## config.mk

```make
export PLATFORM = sky130hd
export DESIGN_NAME = secded_edac
export DESIGN_NICKNAME = d
export VERILOG_FILES = /design/src/rtl/secded_pkg.sv /design/src/rtl/secded_encoder.sv /design/src/rtl/secded_classify.sv /design/src/rtl/secded_corrector.sv /design/src/rtl/secded_edac.sv
export SDC_FILE = /design/constraint.sdc
export NUM_CORES = 1
export LEC_CHECK = 0
export ABC_AREA = 0
export CAP_MARGIN = 40
export CORE_ASPECT_RATIO = 0.75
export CORE_MARGIN = 4
export CORE_UTILIZATION = 53
export DETAILED_ROUTE_END_ITERATION = 8
export GPL_TIMING_DRIVEN = 0
export PLACE_DENSITY = 0.85
export SLEW_MARGIN = 20
export SYNTH_ARGS = -nofsm -noshare
export SYNTH_HDL_FRONTEND = slang
export SYNTH_SLANG_ARGS = --single-unit
```

## constraint.sdc

```tcl
create_clock -name clk -period 1.7 [get_ports clk]
set_clock_uncertainty 0.05 [all_clocks]
set_input_delay 0.34 -clock clk [delete_from_list [all_inputs] [get_ports clk]]
set_output_delay 0.34 -clock clk [all_outputs]
set_load 0.02 [all_outputs]
```

## src/rtl/secded_pkg.sv

```systemverilog
package secded_pkg;
  localparam int unsigned DATA_W = 16;
  localparam int unsigned HAM_W  = 5;
  localparam int unsigned CHK_W  = HAM_W + 1;
  localparam int unsigned CW_TOP = DATA_W + HAM_W;
  // check bits stored with odd parity
  localparam logic [CHK_W-1:0] ODD_MASK = 6'b001100;

  function automatic bit is_pow2(input int unsigned v);
    return (v != 0) && ((v & (v - 1)) == 0);
  endfunction

  // codeword position of data bit idx
  function automatic int unsigned data_pos(input int unsigned idx);
    int unsigned cnt;
    int unsigned res;
    cnt = 0;
    res = 0;
    for (int unsigned p = 1; p <= 2 * CW_TOP; p++) begin
      if (!is_pow2(p)) begin
        if (cnt == idx && res == 0) res = p;
        cnt++;
      end
    end
    return res;
  endfunction

  // data bits covered by hamming check bit k
  function automatic logic [DATA_W-1:0] cover_mask(input int unsigned k);
    logic [DATA_W-1:0] m;
    m = '0;
    for (int unsigned j = 0; j < DATA_W; j++)
      m[j] = ((data_pos(j) >> k) & 1) != 0;
    return m;
  endfunction
endpackage

```

## src/rtl/secded_encoder.sv

```systemverilog
module secded_encoder
  import secded_pkg::*;
(
  input  logic [DATA_W-1:0] data_i,
  output logic [HAM_W-1:0]  par_o,
  output logic              dpar_o
);
  for (genvar k = 0; k < HAM_W; k++) begin : g_par
    localparam logic [DATA_W-1:0] COVER = cover_mask(k);
    assign par_o[k] = ^(data_i & COVER);
  end
  assign dpar_o = ^data_i;
endmodule

```

## src/rtl/secded_classify.sv

```systemverilog
module secded_classify
  import secded_pkg::*;
(
  input  logic [CHK_W-1:0]  syn_i,
  output logic [DATA_W-1:0] hit_o,
  output logic              single_o,
  output logic              any_o,
  output logic              multi_o,
  output logic              dbl_o
);
  logic [HAM_W-1:0] pos;
  logic             odd;
  logic             chk_hit;
  logic             invalid;

  assign pos = syn_i[HAM_W-1:0];
  assign odd = syn_i[CHK_W-1];

  for (genvar j = 0; j < DATA_W; j++) begin : g_hit
    localparam int unsigned P = data_pos(j);
    localparam logic [HAM_W-1:0] PV = P[HAM_W-1:0];
    assign hit_o[j] = (pos == PV);
  end

  always_comb begin
    chk_hit  = (pos == '0) || ($countones(pos) == 1);
    invalid  = odd && !chk_hit && !(|hit_o);
    single_o = odd && !invalid;
    dbl_o    = !odd && (pos != '0);
    multi_o  = dbl_o || invalid;
    any_o    = |syn_i;
  end
endmodule

```

## src/rtl/secded_corrector.sv

```systemverilog
module secded_corrector
  import secded_pkg::*;
(
  input  logic [DATA_W-1:0] data_i,
  input  logic [DATA_W-1:0] hit_i,
  input  logic              fix_i,
  output logic [DATA_W-1:0] data_o
);
  always_comb begin
    data_o = data_i;
    if (fix_i) data_o = data_i ^ hit_i;
  end
endmodule

```

## src/rtl/secded_edac.sv

```systemverilog
module secded_edac
  import secded_pkg::*;
(
  input  logic              clk,
  input  logic              rst_n,
  input  logic              en_i,
  input  logic              mode_i,
  input  logic [15:0]       data_i,
  input  logic [5:0]        chk_i,
  output logic [5:0]        chk_o,
  output logic [15:0]       data_o,
  output logic [5:0]        syn_o,
  output logic              err_any_o,
  output logic              err_multi_o,
  output logic              err_dbl_o
);
  logic [1:0]        rst_sync_q;
  logic              rst_int_n;

  logic [HAM_W-1:0]  par;
  logic              dpar;
  logic [CHK_W-1:0]  chk_eff;
  logic [CHK_W-1:0]  syn_d;
  logic [CHK_W-1:0]  gen_d;
  logic [DATA_W-1:0] hit;
  logic              single;
  logic              any_d, multi_d, dbl_d;
  logic [DATA_W-1:0] fixed_d;

  // reset: asynchronous assert, synchronous release
  always_ff @(posedge clk or negedge rst_n) begin
    if (!rst_n) rst_sync_q <= 2'b00;
    else        rst_sync_q <= {rst_sync_q[0], 1'b1};
  end
  assign rst_int_n = rst_sync_q[1];

  secded_encoder u_enc (
    .data_i (data_i),
    .par_o  (par),
    .dpar_o (dpar)
  );

  always_comb begin
    gen_d   = {dpar ^ (^par), par} ^ ODD_MASK;
    chk_eff = chk_i ^ ODD_MASK;
    syn_d   = {dpar ^ (^chk_eff), par ^ chk_eff[HAM_W-1:0]};
  end

  secded_classify u_cls (
    .syn_i    (syn_d),
    .hit_o    (hit),
    .single_o (single),
    .any_o    (any_d),
    .multi_o  (multi_d),
    .dbl_o    (dbl_d)
  );

  secded_corrector u_cor (
    .data_i (data_i),
    .hit_i  (hit),
    .fix_i  (single && mode_i),
    .data_o (fixed_d)
  );

  always_ff @(posedge clk or negedge rst_int_n) begin
    if (!rst_int_n) begin
      chk_o       <= '0;
      data_o      <= '0;
      syn_o       <= '0;
      err_any_o   <= 1'b0;
      err_multi_o <= 1'b0;
      err_dbl_o   <= 1'b0;
    end else if (en_i) begin
      chk_o       <= gen_d;
      data_o      <= fixed_d;
      syn_o       <= syn_d;
      err_any_o   <= any_d;
      err_multi_o <= multi_d;
      err_dbl_o   <= dbl_d;
    end
  end
endmodule

```

# Yosys cells after proc, flatten, opt, wreduce, memory -nomap -nowiden
# Index checks and enable logic that the tools add are counted.
# word_totals
reg_bits	33
latch_bits	0
ram_bits	0
romBits	0
in_bits	26
mem_count	0
# op_classes
addsub	4
n_mul	0
div_mod_pow	0
magnitude_cmp	0
eq_ne	17
n_shift	0
muxes	1
bitwise_logic	6
reduce_logical	23
# op_table
operator	n
$reduce_xor A16 Y1	6
$eq A5 B4 Y1 const B	7
$add A32 B1 Y32	1
$add A32 B32 Y32	1
$eq A32 B2 Y1 const B	1
$eq A5 B5 Y1 const B	5
$mux W16	1
$reduce_or A16 Y1	1
$xor A16 B16 Y16	1
$eq A5 B3 Y1 const B	3
$reduce_or A6 Y1	1
$reduce_xor A6 Y1	1
$eq A5 B2 Y1 const B	1
$logic_and A1 B1 Y1	5
$logic_not A5 Y1	1
$reduce_bool A5 Y1	1
$reduce_xor A5 Y1	1
$xor A5 B5 Y5	1
$add A1 B1 Y2	2
$logic_not A1 Y1	4
$not A2 Y2	2
$logic_or A1 B1 Y1	2
$xor A1 B1 Y1	2

# Longest topological paths before layout
# depth
depth_word	14
mapped_depth	15
depth_no_buf	15

# Hierarchy
# A second synthesis with hierarchy kept.
# unflattened
hier_cells	206
area_unflattened_um2	2344.7
# by_module_without_submodules
mod	instances	cells_each	area_per_inst_um2	seq_area_each_um2
secded_edac	1	86	1372.6	825.8
secded_classify	1	60	405.4	0.0
secded_encoder	1	26	322.8	0.0
secded_corrector	1	34	244.0	0.0

# Worst setup path before layout
# OpenSTA, ideal clock, no wires.
# synth_timing
kind	input to register
startpoint	in data_i[11]
endpoint	reg err_multi_o
setup_ps	70
arrival_ps	3180
slack_ps	-1599
cell_stages	15
n_path_buf	0
cell_sequence	xnor2_1 -> xnor2_1 -> xnor2_1 -> xnor2_1 -> xnor2_1 -> inv_1 -> ha_1 -> inv_1 -> fa_1 -> inv_1 -> fa_1 -> nand3_1 -> nand3_1 -> a2111oi_0 -> nand3b_1
# synth_via
elab_chain_cells	11
elab_cells_between_ends	36
classes_between	3 x add/sub; 17 x eq/ne; 2 x bitwise; 14 x reduce/logical
# synth_rtl
item	line	source
start: declaration	secded_edac.sv:8	input logic [15:0] data_i,
$reduce_xor A16 Y1 *	secded_encoder.sv:10	assign par_o[k] = ^(data_i & COVER);
$xor A5 B5 Y5 *	secded_edac.sv:46	syn_d = {dpar ^ (^chk_eff), par ^ chk_eff[HAM_W-1:0]};
via syn_d[0]	secded_edac.sv:23	logic [CHK_W-1:0] syn_d;
$add A1 B1 Y2 (implied by the code)	secded_classify.sv:26	chk_hit = (pos == '0) || ($countones(pos) == 1);
$add A32 B32 Y32 (implied by the code)	secded_classify.sv:26	
$add A32 B1 Y32 (implied by the code)	secded_classify.sv:26	
$eq A32 B2 Y1	secded_classify.sv:26	
$logic_or A1 B1 Y1	secded_classify.sv:26	
$logic_not A1 Y1	secded_classify.sv:27	invalid = odd && !chk_hit && !(|hit_o);
$logic_and A1 B1 Y1 (2 in a row)	secded_classify.sv:27	
$logic_or A1 B1 Y1 *	secded_classify.sv:30	multi_o = dbl_o || invalid;
end signal: assignment	secded_edac.sv:78	err_multi_o <= multi_d;
end: declaration	secded_edac.sv:14	output logic err_multi_o,
# The timed path passes the listed nets; every way through them passes the cells marked *.
# A chain may end at the register's enable or synchronous reset.

# Worst setup path in the final report
# layout_timing
startpoint	in data_i[4]
endpoint	reg err_multi_o
# Same word-level chain as after synthesis.

==> results.json <==
{
  "synth_warnings": 0,
  "coreArea_um2": 4100,
  "drive_gt1_share_pct": 41.1,
  "antenna_found_initial": 0,
  "crit_fanout": 4,
  "max_cap_violations": 0,
  "area_growth_pct": 71.1,
  "first_pass_iters": 5,
  "syn_area_per_cell_um2": 9.92,
  "hold_violations": 0,
  "grt_max_degree": 32,
  "diodes": 0,
  "ioPinCount": 57,
  "start_util_pct": 55.6,
  "synth_top_family_by_area": "XOR/XNOR gates",
  "irDropWorstVdd_v": 0.00158,
  "globalRouteOverflowTotal": 0,
  "fin_tns_setup_ps": -22360,
  "yosysTopAreaCell": "dfrtp_1",
  "fmax_mhz": 301,
  "cts_root_buffer": "clkbuf_8",
  "path_cells": "buf_12 > xnor2_4 > xnor2_2 > xnor3_2 > xnor2_2 > inv_1 > ha_1 > inv_1 > fa_2 > inv_2 > fa_1 > nand3_1 > nand3_2 > a2111oi_4 > nand3b_1",
  "synth-xor-area-share_pct": 22.6,
  "crit_type": "in2reg",
  "finalWorstSetupSlack_ps": -1630,
  "synth_area_um2": 2280,
  "syn_nets": 267,
  "cts_inserted_buffers": 5,
  "hold_ws_ps": 142,
  "worst_setup_path_end_kind": "flop",
  "nFillCells": 96,
  "p_leak_nw": 1.64,
  "pre_cts_ws_ps": -2610,
  "muxShareOfSynthArea_pct": 2.47,
  "crit_path_top_delay_cell": "fa_1",
  "grt_setup_unrepaired": "yes",
  "drt_iter0_markers": 341,
  "cts.path.max_buffers": 2,
  "gp_congestion": 0.938,
  "worst_pin_slew_ps": 709,
  "setup_viol_count_final": 33,
  "async_flop_share_pct": 100,
  "ys_seq_elements": 33,
  "min_period_ps": 3330,
  "powerDensity_nw_per_um2": 1670,
  "multi_input_area_um2": 1860,
  "cts_max_level": 2,
  "tritoncts": "built",
  "layout.nets": 369,
  "drc": 0,
  "hpwl_mm": 4.64,
  "path_delay_family": "adder cells",
  "regArea_um2": 827,
  "cp.arrival_ps": 3520,
  "yosysMostFrequentCell": "dfrtp_1",
  "viasPerCell": 7.10,
  "synth_top_cells_by_count": "dfrtp_1, xnor2_1, nor2_1, a31oi_1",
  "dieWidth_um": 83.8,
  "ys_top_cells_by_area": "dfrtp_1, xnor2_1, a31oi_1, ha_1, xnor3_1",
  "grt_pass1_vias": 2524,
  "port_buffers": 56,
  "vias": 2753,
  "synth_compound_area_share_pct": 12.8,
  "synth_edf_count": 0,
  "worst-path-buf-inv": 4,
  "synthAdderAreaFrac_pct": 6.69,
  "grt_pass1_wl_mm": 13.7,
  "wire_per_inst_um": 28.9,
  "clk_pin_slew_ps": 80,
  "slowest_delay_ps": 440,
  "rows": 20,
  "crit_required_ps": 1900,
  "die_h_um": 64.8,
  "period_share_pct": 196,
  "drv_slew": 0,
  "seq_area_frac_synth_pct": 36.2,
  "synth_cells": 230,
  "grt.total_usage_pct": 33.1,
  "yosysUniqueCellTypes": 31,
  "clock-sinks": 33,
  "insertion_delay_ps": 310,
  "hp-class": "in2async",
  "synth-simple-area-share_pct": 14.7,
  "violations": "negative setup slack",
  "die_area_um2": 5430,
  "relSlewSlack_pct": 52.7,
  "drt_wl_total_mm": 11.2,
  "cp-start-kind": "input pin",
  "drtAntennaViolNets": 0,
  "synth_top_area_share_pct": 36.2,
  "synth_ff_type": "dfrtp_1",
  "outcome": "finished with violations"
}
-- per-layer routing --
| layer | GRT usage, % | share of wire [%] | wire (um) | vias up |
|---|---|---|---|---|
| met2 | 53.0 | 44 | 4880 | 326 |
| met1 | 42.5 | 35 | 3910 | 1276 |
| met3 | 8.39 | 13 | 1410 | 122 |
| met5 | 0 | 0 | 0 | - |
| met4 | 15.5 | 9.0 | 1020 | 0 |
| li1 | - | - | - | 1029 |
-- through the flow --
stage / total power [mW] / std cells / cell area (um2) / utilization, %
floorplan: 2.88 / 230 / 2360 / -
global placement: 3.68 / 341 / 2990 / 72.9
detailed placement: 3.77 / 341 / 2990 / 73.0
CTS: 5.27 / 377 / 3550 / 86.4
global route: 6.63 / 388 / 3900 / 95.1
finish: 6.50 / 388 / 3900 / 95.1
-- registers in the layout, indices dropped and copies added, names as in the netlist --
name and count:
data_o 16, chk_o 6, syn_o 6, rst_sync_q 2, err_any_o 1, err_dbl_o 1
err_multi_o 1
-- final cells by class --
cell class	count	area share (%)
multi-input cells	174	47.5
repair buffers	94	24.3
flip-flops and latches	33	21.2
plain buffers	12	1.86
clock buffers	5	1.76
well taps	55	1.76
inverters	12	1.15
clock inverters	3	0.449
-- worst paths after layout --
kind / from / endpoint / slack [ps] / cells past startpoint
worst max-delay path: data_i[4] / err_multi_o$_DFFE_PN0P_ / -1630 / 15
worst min-delay path: rst_n / rst_sync_q[0]$_DFF_PN0_ / 140 / 1
worst max register to register: data_o[12]$_DFFE_PN0P_ / data_o[12]$_DFFE_PN0P_ / 820 / 2
worst min register to register: rst_sync_q[1]$_DFF_PN0_ / data_o[1]$_DFFE_PN0P_ / 270 / 0
max in group asynchronous: rst_sync_q[1]$_DFF_PN0_ / data_o[14]$_DFFE_PN0P_ / 860 / 0
min in group clk: data_i[3] / data_o[3]$_DFFE_PN0P_ / 300 / 3
-- cell usage in the layout, fill, tap and decap left out, types with 5 or more instances in the layout --
cell	synthesis	final
buf_12	0	5
xnor2_2	2	12
xnor2_4	0	8
nand3_1	10	6
clkdlybuf4s50_1	0	33
xnor2_1	27	9
nor2_1	26	26
dfrtp_1	33	32
clkbuf_8	0	5
xnor3_2	1	6
o31ai_1	8	6
inv_1	12	8
buf_6	1	19
nand4_1	8	8
o21ai_0	12	8
buf_4	0	27
dlymetal6s2s_1	0	6
a21oi_1	10	9
ha_4	0	5
a31oi_1	18	15
or3_1	10	8
-- power by group --
group	switching, mW	internal (mW)	total, mW
registers	0.146	0.978	1.12
logic	2.57	2.18	4.75
clock network	0.343	0.283	0.626
-- cells by family (layout without fill, tap and decap cells) --
group                      after synthesis  after routing
AOI/OAI and AO/OA                       49             49
xor gates and xnor gates                42             43
adders and majority gates               11             11
buffers and inverters                   24            126
DFF                                     33             33
muxes                                    5              5
other                                    1              1
and+or+nand+nor                         65             65
-- worst reg2reg max path: stages (launching register included) --
cell,delay (ps)
dfrtp_1,400
nor2_1,180
a31oi_1,100
-- timing repair --
item	in CTS	in global routing
gates resized for setup	129	56
hold buffers	0	0
endpoints found under the setup margin	30	34
gates cloned	3	0
pin swaps	37	26
setup buffers	25	11
Note: power is estimated with default switching activity, not from simulation.
